[config.mk]
export PLATFORM = sky130hd
export DESIGN_NAME = mem_cycle_seq
export DESIGN_NICKNAME = d
export VERILOG_FILES = /design/src/rtl/mem_cycle_pkg.sv /design/src/rtl/mem_cycle_timer.sv /design/src/rtl/mem_cycle_decode.sv /design/src/rtl/mem_cycle_seq.sv
export SDC_FILE = /design/constraint.sdc
export NUM_CORES = 1
export LEC_CHECK = 0
export BUFFER_PORTS_ARGS = -buffer_cell sky130_fd_sc_hd__buf_2
export CAP_MARGIN = 20
export CORE_AREA = 8 8 45 47
export DETAILED_ROUTE_END_ITERATION = 10
export DIE_AREA = 0 0 53 55
export PLACE_DENSITY = 0.52
export SETUP_SLACK_MARGIN = 0.5
export SLEW_MARGIN = 40
export SYNTH_ARGS = -nofsm -noshare
export SYNTH_HDL_FRONTEND = slang
export SYNTH_SLANG_ARGS = --single-unit
[constraint.sdc]
create_clock -name clk -period 2.7 [get_ports clk]
set_clock_uncertainty 0.2 [all_clocks]
set_input_delay 0.54 -clock clk [delete_from_list [all_inputs] [get_ports clk]]
set_output_delay 0.54 -clock clk [all_outputs]
set_load 0.02 [all_outputs]
[src/rtl/mem_cycle_pkg.sv]
package mem_cycle_pkg;

    typedef enum logic [2:0] {
        ST_IDLE,
        ST_RD_PCH,
        ST_RD_WL,
        ST_RD_LAT,
        ST_WR_EQ,
        ST_WR_DRV,
        ST_WR_WL,
        ST_DONE
    } seq_state_t;

    typedef struct packed {
        logic busy;
        logic pch_n;
        logic eq;
        logic wdrv;
        logic wl;
        logic lat;
        logic done;
    } seq_ctrl_t;

    function automatic int unsigned max_len(input int unsigned a, input int unsigned b);
        return (a > b) ? a : b;
    endfunction

endpackage

[src/rtl/mem_cycle_timer.sv]
module mem_cycle_timer #(
    parameter int CW = 4
) (
    input  logic          clk,
    input  logic          rst_n,
    input  logic          load,
    input  logic [CW-1:0] load_val,
    output logic          expired
);
    logic [CW-1:0] cnt_q;

    always_ff @(posedge clk or negedge rst_n) begin
        if (!rst_n) begin
            cnt_q <= '0;
        end else if (load) begin
            cnt_q <= load_val;
        end else if (cnt_q != '0) begin
            cnt_q <= cnt_q - 1'b1;
        end
    end

    assign expired = (cnt_q == '0);
endmodule

[src/rtl/mem_cycle_decode.sv]
module mem_cycle_decode
    import mem_cycle_pkg::*;
(
    input  seq_state_t state,
    output seq_ctrl_t  ctrl
);
    always_comb begin
        ctrl       = '0;
        ctrl.pch_n = 1'b1;
        ctrl.busy  = (state != ST_IDLE);
        unique case (state)
            ST_IDLE:   ;
            ST_RD_PCH: ctrl.pch_n = 1'b0;
            ST_RD_WL:  ctrl.wl    = 1'b1;
            ST_RD_LAT: ctrl.lat   = 1'b1;
            ST_WR_EQ:  ctrl.eq    = 1'b1;
            ST_WR_DRV: ctrl.wdrv  = 1'b1;
            ST_WR_WL: begin
                ctrl.wdrv = 1'b1;
                ctrl.wl   = 1'b1;
            end
            ST_DONE:   ctrl.done  = 1'b1;
            default:   ;
        endcase
    end
endmodule

[src/rtl/mem_cycle_seq.sv]
module mem_cycle_seq
    import mem_cycle_pkg::*;
#(
    parameter int P_PCH   = 2,
    parameter int P_EQ    = 2,
    parameter int P_WL_RD = 3,
    parameter int P_WL_WR = 1,
    parameter int P_LAT   = 1
) (
    input  logic clk,
    input  logic rst_n,
    input  logic acc_stb_i,
    input  logic acc_wr_i,
    output logic busy_o,
    output logic pch_n_o,
    output logic eq_o,
    output logic wdrv_o,
    output logic wl_o,
    output logic lat_o,
    output logic done_o
);
    localparam int unsigned LONGEST =
        max_len(max_len(max_len(P_PCH, P_EQ), max_len(P_WL_RD, P_WL_WR)), P_LAT);
    localparam int CW = $clog2(LONGEST + 1) + 1;

    seq_state_t    state_q, state_d;
    logic          tmr_load;
    logic [CW-1:0] tmr_val;
    logic          tmr_exp;
    seq_ctrl_t     ctrl;

    always_ff @(posedge clk or negedge rst_n) begin
        if (!rst_n) state_q <= ST_IDLE;
        else        state_q <= state_d;
    end

    always_comb begin
        state_d  = state_q;
        tmr_load = 1'b0;
        tmr_val  = '0;
        unique case (state_q)
            ST_IDLE: if (acc_stb_i) begin
                tmr_load = 1'b1;
                if (acc_wr_i) begin
                    state_d = ST_WR_EQ;
                    tmr_val = CW'(P_EQ - 1);
                end else begin
                    state_d = ST_RD_PCH;
                    tmr_val = CW'(P_PCH - 1);
                end
            end
            ST_RD_PCH: if (tmr_exp) begin
                state_d  = ST_RD_WL;
                tmr_load = 1'b1;
                tmr_val  = CW'(P_WL_RD - 1);
            end
            ST_RD_WL: if (tmr_exp) begin
                state_d  = ST_RD_LAT;
                tmr_load = 1'b1;
                tmr_val  = CW'(P_LAT - 1);
            end
            ST_RD_LAT: if (tmr_exp) state_d = ST_DONE;
            ST_WR_EQ:  if (tmr_exp) state_d = ST_WR_DRV;
            ST_WR_DRV: begin
                state_d  = ST_WR_WL;
                tmr_load = 1'b1;
                tmr_val  = CW'(P_WL_WR - 1);
            end
            ST_WR_WL:  if (tmr_exp) state_d = ST_DONE;
            ST_DONE:   state_d = ST_IDLE;
            default:   state_d = ST_IDLE;
        endcase
    end

    mem_cycle_timer #(.CW(CW)) u_timer (
        .clk      (clk),
        .rst_n    (rst_n),
        .load     (tmr_load),
        .load_val (tmr_val),
        .expired  (tmr_exp)
    );

    mem_cycle_decode u_dec (
        .state (state_q),
        .ctrl  (ctrl)
    );

    assign busy_o  = ctrl.busy;
    assign pch_n_o = ctrl.pch_n;
    assign eq_o    = ctrl.eq;
    assign wdrv_o  = ctrl.wdrv;
    assign wl_o    = ctrl.wl;
    assign lat_o   = ctrl.lat;
    assign done_o  = ctrl.done;
endmodule

# Word-level counts from Yosys, hierarchy flattened
# Cells that the tools add are included.
[totals]
elab_cells = 46
input_bits = 4
output_inout_bits = 7
mem_bits_ro = 0
ramBits = 0
latchBits = 0
mem_count = 0
regBits = 6
[op_classes]
multipliers = 0
n_div = 0
addsub = 1
shifts = 0
reduce_logical = 10
order_cmp = 0
mux = 21
bitwise_logic = 0
eq_ne = 12
[ops]
columns = ["operator", "n"]
rows = [
  ["$mux 3", 8],
  ["$pmux 3 s7", 1],
  ["$eq 3x3->1 const B", 4],
  ["$mux 1", 9],
  ["$ne 2x2->1 const B", 4],
  ["$reduce_or 2->1", 4],
  ["$eq 3x2->1 const B", 2],
  ["$logic_not 3->1", 2],
  ["$reduce_bool 3->1", 2],
  ["$reduce_and 5->1", 1],
  ["$pmux 2 s2", 1],
  ["$eq 3x1->1 const B", 1],
  ["$pmux 1 s3", 1],
  ["$sub 3x1->3 const B", 1],
  ["$mux 2", 1],
  ["$ne 2x1->1 const B", 1],
  ["$reduce_bool 2->1", 1],
]

# Logic depth before layout (Yosys ltp)
# Gate-level depths: netlist (run 1).
[depth]
ltp_word = 4
ltp_mapped = 6
depth_no_buf = 6

# Modules after synthesis
# From an unflattened synthesis (run 1), not the netlist that was laid out.
[unflattened]
cells_unflattened = 55
area_unflattened_um2 = 456.7
[by_module_without_submodules]
columns = ["module", "area_each_um2", "cells_each", "n_inst", "seq_area_each_um2"]
rows = [
  ["mem_cycle_seq", 201.4, 25, 1, 75.1],
  ["mem_cycle_timer", 200.2, 21, 1, 75.1],
  ["mem_cycle_decode", 55.1, 9, 1, 0.0],
]

# Least setup slack after synthesis (run 1)
# No wires, ideal clock.
[synth_path]
path_kind = "reg-to-output"
start = "register state_q[1]"
end = "output wdrv_o"
t_required_ps = 1960
path_buffers = 1
t_arrival_ps = 1123
setup_slack_ps = 837
stages_incl_launch_ff = 5
path_cell_list = "dfrtp_1 buf_4 inv_1 nor2_1 o21a_1"
[synth_via]
elab_chain_cells = 3
elab_cells_between_ends = 4
[synth_rtl]
columns = ["element", "line_no", "text"]
rows = [
  ["start, declared", "mem_cycle_seq.sv:26", "seq_state_t state_q, state_d;"],
  ["start signal, assigned", "mem_cycle_seq.sv:34", "else state_q <= state_d;"],
  ["$eq 3x3->1", "mem_cycle_decode.sv:11", "unique case (state)"],
  ["$reduce_or 2->1 (no source line) (*)", "-", ""],
  ["$mux 1 (*)", "mem_cycle_decode.sv:11", ""],
  ["end, declared", "mem_cycle_seq.sv:17", "output logic wdrv_o,"],
]
# Mark *: on every way between the ends. The rest lies on a longest branch, timed or not.

# Final worst setup path (run 1)
[layout_path]
start = "register state_q[0]"
end = "output wdrv_o"
# Same word-level chain as after synthesis.

==> results.py, run 1 <==
metrics = {
    "status": {
        "run_status": "complete, no violations",
    },
    "setup_path": {
        "worst-path-max-fanout": 11,
        "crit_path_end": "wdrv_o",
        "arrival_ns": 1.36,
        "crit_start": "state_q[0]$_DFFE_PN0P_",
        "r2r-start": "u_timer.cnt_q[0]$_DFFE_PN0P_",
        "r2r_cells": 6,
        "rrSetupSlack_ns": 0.99,
        "cp-start-kind": "flip-flop",
        "crit_required_ns": 1.96,
        "worst-setup-path-type": "reg -> out",
        "crit_path_end_kind": "output port",
        "r2r-end": "u_timer.cnt_q[1]$_DFFE_PN0P_",
    },
    "place": {
        "post_dp_cell_area_um2": 475,
        "pre_cts_ws_ns": 0.864,
        "dp_hpwl_um": 762,
        "gp_congestion": 0.740,
        "portBuffers": 10,
    },
    "sta": {
        "fin_crit_sh_pct": 77.8,
        "finalSetupViolCount": 0,
        "hold_violations": 0,
        "finalWorstSetupSlack_ns": 0.600,
        "relSlewSlack_pct": 71.6,
        "tns_ns": 0,
        "rsz0062_at_grt": "no",
        "finalMaxSlewViolations": 0,
        "period_minus_slack_ns": 2.10,
        "tightest_slew_ns": 0.425,
        "holdWs_ns": 0.367,
        "fmax_mhz": 476,
    },
    "global_routing": {
        "antenna_found_initial": 0,
        "grt_usage_pct": 7.47,
        "overflow": 0,
        "grt_max_degree": 16,
        "grt_pass1_vias": 371,
        "grt_pass1_wl_um": 1570,
    },
    "clock_tree": {
        "cts_tree": "built",
        "clockBufferDepth": 2,
        "h-tree-depth": 1,
        "clkSinkCount": 6,
        "post_cts_resized": 0,
        "clk_pin_slew_ns": 0.04,
        "post_cts_buffers": 0,
        "numCtsBuffers": 3,
        "clock_latency_ns": 0.24,
        "cts-root-buf": "clkbuf_4",
    },
    "synthesis": {
        "synthesis.area_um2": 423,
        "synth_top_family_by_area": "compound AO/OA/AOI/OAI gates",
        "yosys.area_share.adder_pct": 5.92,
        "yosysTopAreaCellShare_pct": 35.5,
        "synth.area.top_cells": "dfrtp_1 (36%), nor2_1 (7.1%), ha_1 (5.9%)",
        "syn_nets": 54,
        "synth.avg_cell_area_um2": 8.81,
        "yosys.area_share.simple_pct": 21.0,
        "synth_mux_area_share_pct": 4.73,
        "synth_warnings": 0,
        "synth-compound-area-share_pct": 24.0,
        "ys_seq_area_share_pct": 35.5,
        "synth_cell_type_count": 24,
        "ys_ff_latch": 6,
        "netlist_instances": 48,
        "yosys.area.top_type": "dfrtp_1",
        "synthXorXnorAreaFrac_pct": 2.07,
    },
    "cells_and_area": {
        "fillers": 150,
        "drive_gt1_share_pct": 25.4,
        "fin_util_pct": 36.7,
        "synthToLayoutAreaGrowth_pct": 20.1,
        "finalNetCount": 67,
        "diodes": 0,
        "fin_area_um2": 508,
    },
    "die": {
        "io_pins": 11,
        "core-area_um2": 1380,
        "start_util_pct": 30.6,
        "die-area_um2": 2920,
        "die_w_um": 53,
        "rows": 14,
        "die_h_um": 55,
    },
    "routing": {
        "drt-initial-drc-count": 7,
        "dr.pass1.iters": 4,
        "wl_per_cell_um": 12.9,
        "ant_nets": 0,
        "finalWirelength_um": 969,
        "drcViolationCount": 0,
        "viasPerCell": 5.31,
        "vias": 398,
    },
    "run": {
        "drv_cap": 0,
    },
    "power_and_ir_drop": {
        "cellLeakagePower_nw": 0.239,
        "power_density_nw_per_um2": 1360,
        "ir_worst_vdd_mv": 0.535,
    },
    "worst_hold_path": {
        "hp-class": "reg -> reg",
    },
}
==> metrics by stage <==
step                cells  power (mW)
floorplan              48       0.528
global placement       71       0.607
detailed placement     71       0.615
CTS                    75       0.700
global route           75       0.759
finish                 75       0.690
==> where the power goes <==
group	switching, mW	total (mW)	internal, mW
clock network	0.0315	0.0817	0.0502
registers	0.0827	0.219	0.136
logic	0.218	0.390	0.172
total	0.332	0.690	0.359
==> cell usage in the layout, fill, tap and decap left out, drive strengths merged <==
| cell | n |
|---|---|
| o21ai | 2 |
| or3 | 1 |
| and3 | 1 |
| dfrtp | 6 |
| o21a | 1 |
| a32oi | 2 |
| nand2 | 2 |
| xnor2 | 1 |
| nand2b | 2 |
| ha | 2 |
| o31ai | 1 |
| nor2 | 8 |
| buf | 10 |
| mux2i | 2 |
| o32ai | 1 |
| nor2b | 2 |
| inv | 3 |
| a21oi | 3 |
| dlygate4sd3 | 1 |
| and2 | 1 |
| o41ai | 1 |
| clkbuf | 3 |
| o22ai | 3 |
==> worst max-delay path: stages (launching register included) <==
cell and delay (ns):
dfrtp_1 0.53, nor2b_1 0.27, o21a_1 0.16, buf_2 0.16
==> logic make-up (layout without fill, tap and decap cells) <==
logic type,after synthesis,count (layout)
AO/OA/AOI/OAI,14,14
XOR/XNOR,1,1
adder cells (fa/ha/maj),2,2
buffers and inverters,6,17
flip-flops,6,6
multiplexers,2,2
AND/OR/NAND/NOR,17,17
==> synth_stat cells <==
| cell type | instances |
|---|---|
| a21oi_1 | 3 |
| a32oi_1 | 2 |
| and2_1 | 1 |
| and3_1 | 1 |
| buf_2 | 2 |
| buf_4 | 1 |
| dfrtp_1 | 6 |
| ha_1 | 2 |
| inv_1 | 3 |
| mux2i_1 | 2 |
| nand2_1 | 2 |
| nand2b_1 | 2 |
| nor2_1 | 8 |
| nor2b_1 | 1 |
| nor2b_4 | 1 |
| o21a_1 | 1 |
| o21ai_0 | 1 |
| o21ai_1 | 1 |
| o22ai_1 | 3 |
| o31ai_1 | 1 |
| o32ai_2 | 1 |
| o41ai_1 | 1 |
| or3_1 | 1 |
| xnor2_1 | 1 |
==> how the worst min path moves through the flow <==
stage / startpoint / to / cells after the start
floorplan: rst_n / state_q[0]$_DFFE_PN0P_ / 0
global placement: rst_n / state_q[2]$_DFFE_PN0P_ / 1
CTS: u_timer.cnt_q[1]$_DFFE_PN0P_ / u_timer.cnt_q[1]$_DFFE_PN0P_ / 2
global route: acc_wr_i / state_q[2]$_DFFE_PN0P_ / 3
detailed placement: rst_n / state_q[2]$_DFFE_PN0P_ / 1
finish: u_timer.cnt_q[1]$_DFFE_PN0P_ / u_timer.cnt_q[1]$_DFFE_PN0P_ / 2
==> state kept, by name, indices dropped and copies added (netlist names) <==
name           flops
u_timer.cnt_q      3
state_q            3
==> repair_timing <==
item,4_1_cts,5_1_grt
hold buffers,1,0
setup endpoints to repair,0,0
hold endpoints to repair,6,0
==> layer usage <==
metal  up-vias  GRT usage, %  wire length [um]
met4         0          3.88                 7
met5         -             0                 0
li1        194             -                 -
met1       185          8.78               386
met2        17          10.5               499
met3         2          4.28                75
==> area by class of cell <==
class	instances	area [um2]	area share, %
repair buffers	11	60.1	11.8
multi-input cells	36	244	48.0
clock buffers	3	22.5	4.43
flip-flops and latches	6	150	29.6
well taps	16	20.0	3.94
inverters	3	11.3	2.22
No activity file was read; power rests on OpenSTA's default activity.
==> inputs of run 2 (changes only) <==
==> constraint.sdc (replaced) <==
create_clock -name clk -period 2 [get_ports clk]
set_clock_uncertainty 0.2 [all_clocks]
set_input_delay 0.4 -clock clk [delete_from_list [all_inputs] [get_ports clk]]
set_output_delay 0.4 -clock clk [all_outputs]
set_load 0.02 [all_outputs]
==> run 2 against run 1 <==
  * Combinational power increased to 2.7 times the previous value
  * Largest power group unchanged
  * First-iteration DRC count increased by 43%
  * Non-clock buffer count increased by 17
  * Power increased by 110%
  * Worst hold slack got worse by 0.16 ns
  * Largest cell class unchanged
  * Clock power increased by 48%
==> results.py, run 2 (synthesized netlist as in run 1, its figures left out) <==
metrics = {
    "run": {
        "drv_cap": 0,
    },
    "setup_path": {
        "arrival_ns": 1.24,
        "worst-setup-path-type": "reg -> out",
        "critPathTopFamily": "flip-flops",
        "worst-path-max-fanout": 8,
        "crit_required_ns": 1.40,
        "cp-start-kind": "flip-flop",
        "slowest_delay_ns": 0.50,
        "crit_path_end_kind": "output port",
        "crit_buf_inv": 1,
        "cp_slowest_cell": "dfrtp_2",
        "path_cells": "or3_4, buf_6",
    },
    "sta": {
        "tns_ns": 0,
        "hold_violations": 0,
        "finalSetupViolCount": 0,
        "period_minus_slack_ns": 1.84,
        "finalMaxSlewViolations": 0,
        "relSlewSlack_pct": 79.5,
        "tightest_slew_ns": 0.307,
        "fin_crit_sh_pct": 92.1,
        "fmax_mhz": 543,
        "rsz0062_at_grt": "yes",
        "finalWorstSetupSlack_ns": 0.158,
    },
    "global_routing": {
        "grt_pass1_wl_um": 2190,
        "grt_pass1_vias": 486,
        "grt_usage_pct": 10.0,
        "antenna_found_initial": 0,
        "grt_max_degree": 9,
        "overflow": 0,
    },
    "cells_and_area": {
        "finalNetCount": 84,
        "layout_common_cells": "buf_4 (17), buf_6 (6), nor2_1 (5)",
        "synthToLayoutAreaGrowth_pct": 79.9,
        "layout_commonest_cell": "buf_4",
        "diodes": 0,
        "top_regs": "state_q: 3 flops, u_timer.cnt_q: 3 flops",
        "drive_gt1_share_pct": 67.1,
    },
    "power_and_ir_drop": {
        "cellLeakagePower_nw": 0.350,
        "p_sw_mw": 0.640,
        "pwr-share-comb_pct": 72.6,
        "clkPwrFrac_pct": 8.2,
        "ir_worst_vdd_mv": 0.900,
        "p_seq_share_pct": 19.2,
        "p_int_mw": 0.838,
        "power_density_nw_per_um2": 1940,
        "switching_share_pct": 43.3,
    },
    "routing": {
        "ant_nets": 0,
        "wl_per_cell_um": 15.5,
        "drt-initial-drc-count": 10,
        "viasPerCell": 5.18,
        "finalWirelength_um": 1430,
        "drcViolationCount": 0,
        "dr.pass1.iters": 4,
        "vias": 477,
    },
    "die": {
        "io_pins": 11,
        "die-area_um2": 2920,
        "die_w_um": 53,
        "die_h_um": 55,
        "rows": 14,
        "start_util_pct": 30.6,
        "core-area_um2": 1380,
    },
    "clock_tree": {
        "clockBufferDepth": 2,
        "numCtsBuffers": 3,
        "clkSinkCount": 6,
        "cts-root-buf": "clkbuf_4",
        "h-tree-depth": 1,
        "clk_pin_slew_ns": 0.06,
        "clock_latency_ns": 0.25,
        "cts_tree": "built",
    },
    "place": {
        "dp_hpwl_um": 753,
        "portBuffers": 10,
        "gp_congestion": 0.731,
        "pre_cts_ws_ns": 0.302,
    },
    "worst_hold_path": {
        "hp-class": "in -> reg",
    },
    "status": {
        "run_status": "complete, no violations",
    },
}
==> run 2: cell types whose count changed in the layout (fill, tap and decap cells not counted), moves of 2 or more <==
cell and delta:
nor2_1 -3, buf_6 +6, buf_2 -6, nand2b_4 +2, inv_1 -3, nand2b_1 -2
inv_2 +2, buf_4 +17, nor2_4 +2, dfrtp_2 +3, dfrtp_1 -3
==> run 2: through the flow <==
| step | cell area (um2) | utilization [%] | hold slack, ns | cells | power [mW] |
|---|---|---|---|---|---|
| after floorplan | 445 | - | -0.0956 | 48 | 0.760 |
| after global placement | 499 | 36.1 | 0.0398 | 72 | 0.872 |
| after detailed placement | 499 | 36.1 | 0.0389 | 72 | 0.871 |
| after CTS | 676 | 48.8 | 0.207 | 88 | 1.26 |
| after global routing | 761 | 55.0 | 0.235 | 92 | 1.57 |
| final | 761 | 55.0 | 0.210 | 92 | 1.48 |
==> run 2: area by class of cell <==
cell class	count	area [um2]
Fill cell	113	623
Multi-Input combinational cell	36	325
Timing Repair Buffer	28	225
Sequential cell	6	154
Clock buffer	3	22.5
Tap cell	16	20.0
Inverter	3	13.8
==> run 2: worst paths after layout <==
kind                                              startpoint                      endpoint  slack (ns)  depth (start not counted)
worst max register to register  u_timer.cnt_q[0]$_DFFE_PN0P_  u_timer.cnt_q[0]$_DFFE_PN0P_        0.37                          7
max in group asynchronous                              rst_n        state_q[0]$_DFFE_PN0P_        1.12                          2
worst min register to register        state_q[2]$_DFFE_PN0P_        state_q[2]$_DFFE_PN0P_        0.42                          2
worst min-delay path                                acc_wr_i        state_q[2]$_DFFE_PN0P_        0.21                          3
worst max-delay path                  state_q[1]$_DFFE_PN0P_                        busy_o        0.16                          2
min in group asynchronous                              rst_n        state_q[1]$_DFFE_PN0P_        0.31                          2
==> run 2: metal layers <==
layer	vias up	GRT usage (%)	share of wire (%)
met5	-	0	0
met4	0	3.88	0
met3	0	1.60	2.3
met2	10	18.2	53
met1	236	11.5	45
li1	231	-	-
==> run 2: power by group through the flow <==
stage / logic [mW] / registers [mW] / clock network [mW]
final: 1.07 / 0.284 / 0.121
after global routing: 1.15 / 0.294 / 0.130
after CTS: 0.874 / 0.266 / 0.125
after detailed placement: 0.585 / 0.286 / 0
after global placement: 0.587 / 0.285 / 0
after floorplan: 0.535 / 0.225 / 0
==> run 2: worst min-delay path, stage by stage <==
cell and delay [ns]:
buf_2 0.09, a32oi_1 0.08, o31ai_1 0.06
==> run 2: repair_timing <==
| item | CTS | global route |
|---|---|---|
| pin swaps | 5 | 6 |
| buffers inserted | 12 | 4 |
| setup endpoints to repair | 10 | 12 |
| gates resized for setup | 19 | 13 |
| cloned | 0 | 0 |
| endpoints found under the hold margin | 6 | 0 |
| hold buffers | 1 | 0 |
==> inputs of run 3 (changes only) <==
--- a/config.mk
+++ b/config.mk
@@ -10,7 +10,9 @@
 export CORE_AREA = 8 8 45 47
 export DETAILED_ROUTE_END_ITERATION = 10
 export DIE_AREA = 0 0 53 55
+export MAX_ROUTING_LAYER = met4
 export PLACE_DENSITY = 0.52
+export RECOVER_POWER = 25
 export SETUP_SLACK_MARGIN = 0.5
 export SLEW_MARGIN = 40
 export SYNTH_ARGS = -nofsm -noshare
==> run 3 against run 2 <==
  * Final cell count is the same
  * Combinational power is essentially flat
  * Die area unchanged
  * Maximum frequency about the same
  * Via count fell by 1.7%
  * Sequential power hardly changed
  * Clock power about the same
  * Worst hold slack better by 0.0075 ns
  * Utilization is 0.090 points lower
  * Non-clock buffer count did not move
  * Critical path type unchanged
  * Critical endpoint unchanged
  * Highest routed layer unchanged
==> results.py, run 3 (synthesized netlist as in run 1, its figures left out) <==
metrics = {
    "setup_path": {
        "crit_start": "state_q[1]$_DFFE_PN0P_",
        "worst-path-max-fanout": 8,
        "crit_required_ns": 1.40,
        "critPathTopFamily": "flip-flops",
        "crit_buf_inv": 1,
        "arrival_ns": 1.24,
        "worst-setup-path-type": "reg -> out",
        "r2r-start": "u_timer.cnt_q[0]$_DFFE_PN0P_",
        "crit_path_end_kind": "output port",
        "path_cells": "or3_4, buf_6",
        "cp-start-kind": "flip-flop",
        "rrSetupSlack_ns": 0.36,
        "slowest_delay_ns": 0.50,
        "cp_slowest_cell": "dfrtp_2",
    },
    "cells_and_area": {
        "finalNetCount": 84,
        "fillers": 114,
        "multi_input_area_um2": 325,
        "final-instance-count-excl-fill": 92,
        "synthToLayoutAreaGrowth_pct": 79.6,
        "diodes": 0,
        "register_area_um2": 154,
        "top_regs": "state_q: 3 flops, u_timer.cnt_q: 3 flops",
        "layout_common_cells": "buf_4 (17), buf_6 (6), nor2_1 (5)",
        "layout_commonest_cell": "buf_4",
        "drive_gt1_share_pct": 65.8,
    },
    "sta": {
        "relSlewSlack_pct": 74.7,
        "tightest_slew_ns": 0.380,
        "tns_ns": 0,
        "fmax_mhz": 543,
        "holdWs_ns": 0.218,
        "fin_crit_sh_pct": 92.0,
        "hold_violations": 0,
        "finalMaxSlewViolations": 0,
        "finalSetupViolCount": 0,
        "rsz0062_at_grt": "yes",
        "period_minus_slack_ns": 1.84,
    },
    "global_routing": {
        "grt_usage_pct": 10.3,
        "overflow": 0,
        "antenna_found_initial": 0,
        "grt_max_degree": 9,
        "grt_pass1_vias": 486,
        "grt_pass1_wl_um": 2190,
    },
    "power_and_ir_drop": {
        "p_sw_mw": 0.641,
        "cellLeakagePower_nw": 0.348,
        "p_seq_share_pct": 19.2,
        "ir_worst_vdd_mv": 0.901,
        "switching_share_pct": 43.3,
        "p_int_mw": 0.838,
        "power_density_nw_per_um2": 1950,
        "clkPwrFrac_pct": 8.1,
        "pwr-share-comb_pct": 72.7,
    },
    "routing": {
        "viasPerCell": 5.10,
        "dr.pass1.iters": 4,
        "ant_nets": 0,
        "drcViolationCount": 0,
        "vias": 469,
        "wl_per_cell_um": 15.5,
        "finalWirelength_um": 1430,
        "drt-initial-drc-count": 9,
    },
    "clock_tree": {
        "clk_pin_slew_ns": 0.06,
        "numCtsBuffers": 3,
        "h-tree-depth": 1,
        "clkSinkCount": 6,
        "cts_tree": "built",
        "clockBufferDepth": 2,
        "clock_latency_ns": 0.25,
        "cts-root-buf": "clkbuf_4",
    },
    "die": {
        "rows": 14,
        "die_h_um": 55,
        "core-area_um2": 1380,
        "start_util_pct": 30.6,
        "die-area_um2": 2920,
        "io_pins": 11,
        "die_w_um": 53,
    },
    "run": {
        "drv_cap": 0,
    },
    "status": {
        "run_status": "complete, no violations",
    },
    "place": {
        "dp_cells": 72,
        "portBuffers": 10,
        "gp_congestion": 0.740,
        "dp_hpwl_um": 753,
    },
    "worst_hold_path": {
        "hold_start": "acc_wr_i",
        "hp-class": "in -> reg",
    },
}
==> run 3: final timing paths <==
kind                                                 to  cells after the start
min reg2reg                u_timer.cnt_q[1]$_DFFE_PN0P_                      2
max                                              busy_o                      2
max reg2reg                u_timer.cnt_q[0]$_DFFE_PN0P_                      7
min                              state_q[2]$_DFFE_PN0P_                      3
min in group asynchronous        state_q[1]$_DFFE_PN0P_                      2
max in group asynchronous        state_q[0]$_DFFE_PN0P_                      2
==> run 3: layout make-up <==
cell class                 instances  area share [%]
clock buffer                       3            2.97
sequential                         6            20.3
tap                               16            2.64
inverter                           3            1.81
timing repair buffer              28            29.5
multi-input combinational         36            42.8
==> run 3: stage by stage <==
stage / power [mW] / instance area [um2] / setup WS [ns] / util, %
2_1_floorplan: 0.760 / 445 / 0.446 / -
3_3_place_gp: 0.872 / 499 / 0.308 / 36.1
3_5_place_dp: 0.871 / 499 / 0.302 / 36.1
4_1_cts: 1.26 / 676 / 0.175 / 48.8
5_1_grt: 1.58 / 759 / 0.135 / 54.9
6_report: 1.48 / 759 / 0.160 / 54.9
==> run 3: power groups by stage <==
stage	Clock (mW)	Combinational (mW)	Sequential [mW]
6_report	0.120	1.07	0.284
5_1_grt	0.130	1.15	0.294
4_1_cts	0.125	0.874	0.266
3_5_place_dp	0	0.585	0.286
3_3_place_gp	0	0.587	0.285
2_1_floorplan	0	0.535	0.225
==> run 3: what timing repair did <==
item                                    4_1_cts  5_1_grt
endpoints found under the setup margin       10       12
resized for setup                            19       13
pin swaps                                     5        6
setup buffers                                12        4
endpoints found under the hold margin         6        0
hold buffers                                  1        0
==> run 3: layer usage <==
layer  routed length (um)  GRT usage, %  up-vias  part of all wire (%)
li1                     -             -      229                     -
met5                    0             -        -                     0
met1                  629          11.5      224                    44
met4                    0          3.88        0                     0
met3                   43          1.60        0                   3.0
met2                  756          18.2       16                    53
==> run 3: tightest hold or removal path, cell delays in order <==
cell	delay (ns)
buf_2	0.09
a32oi_1	0.09
o31ai_1	0.06
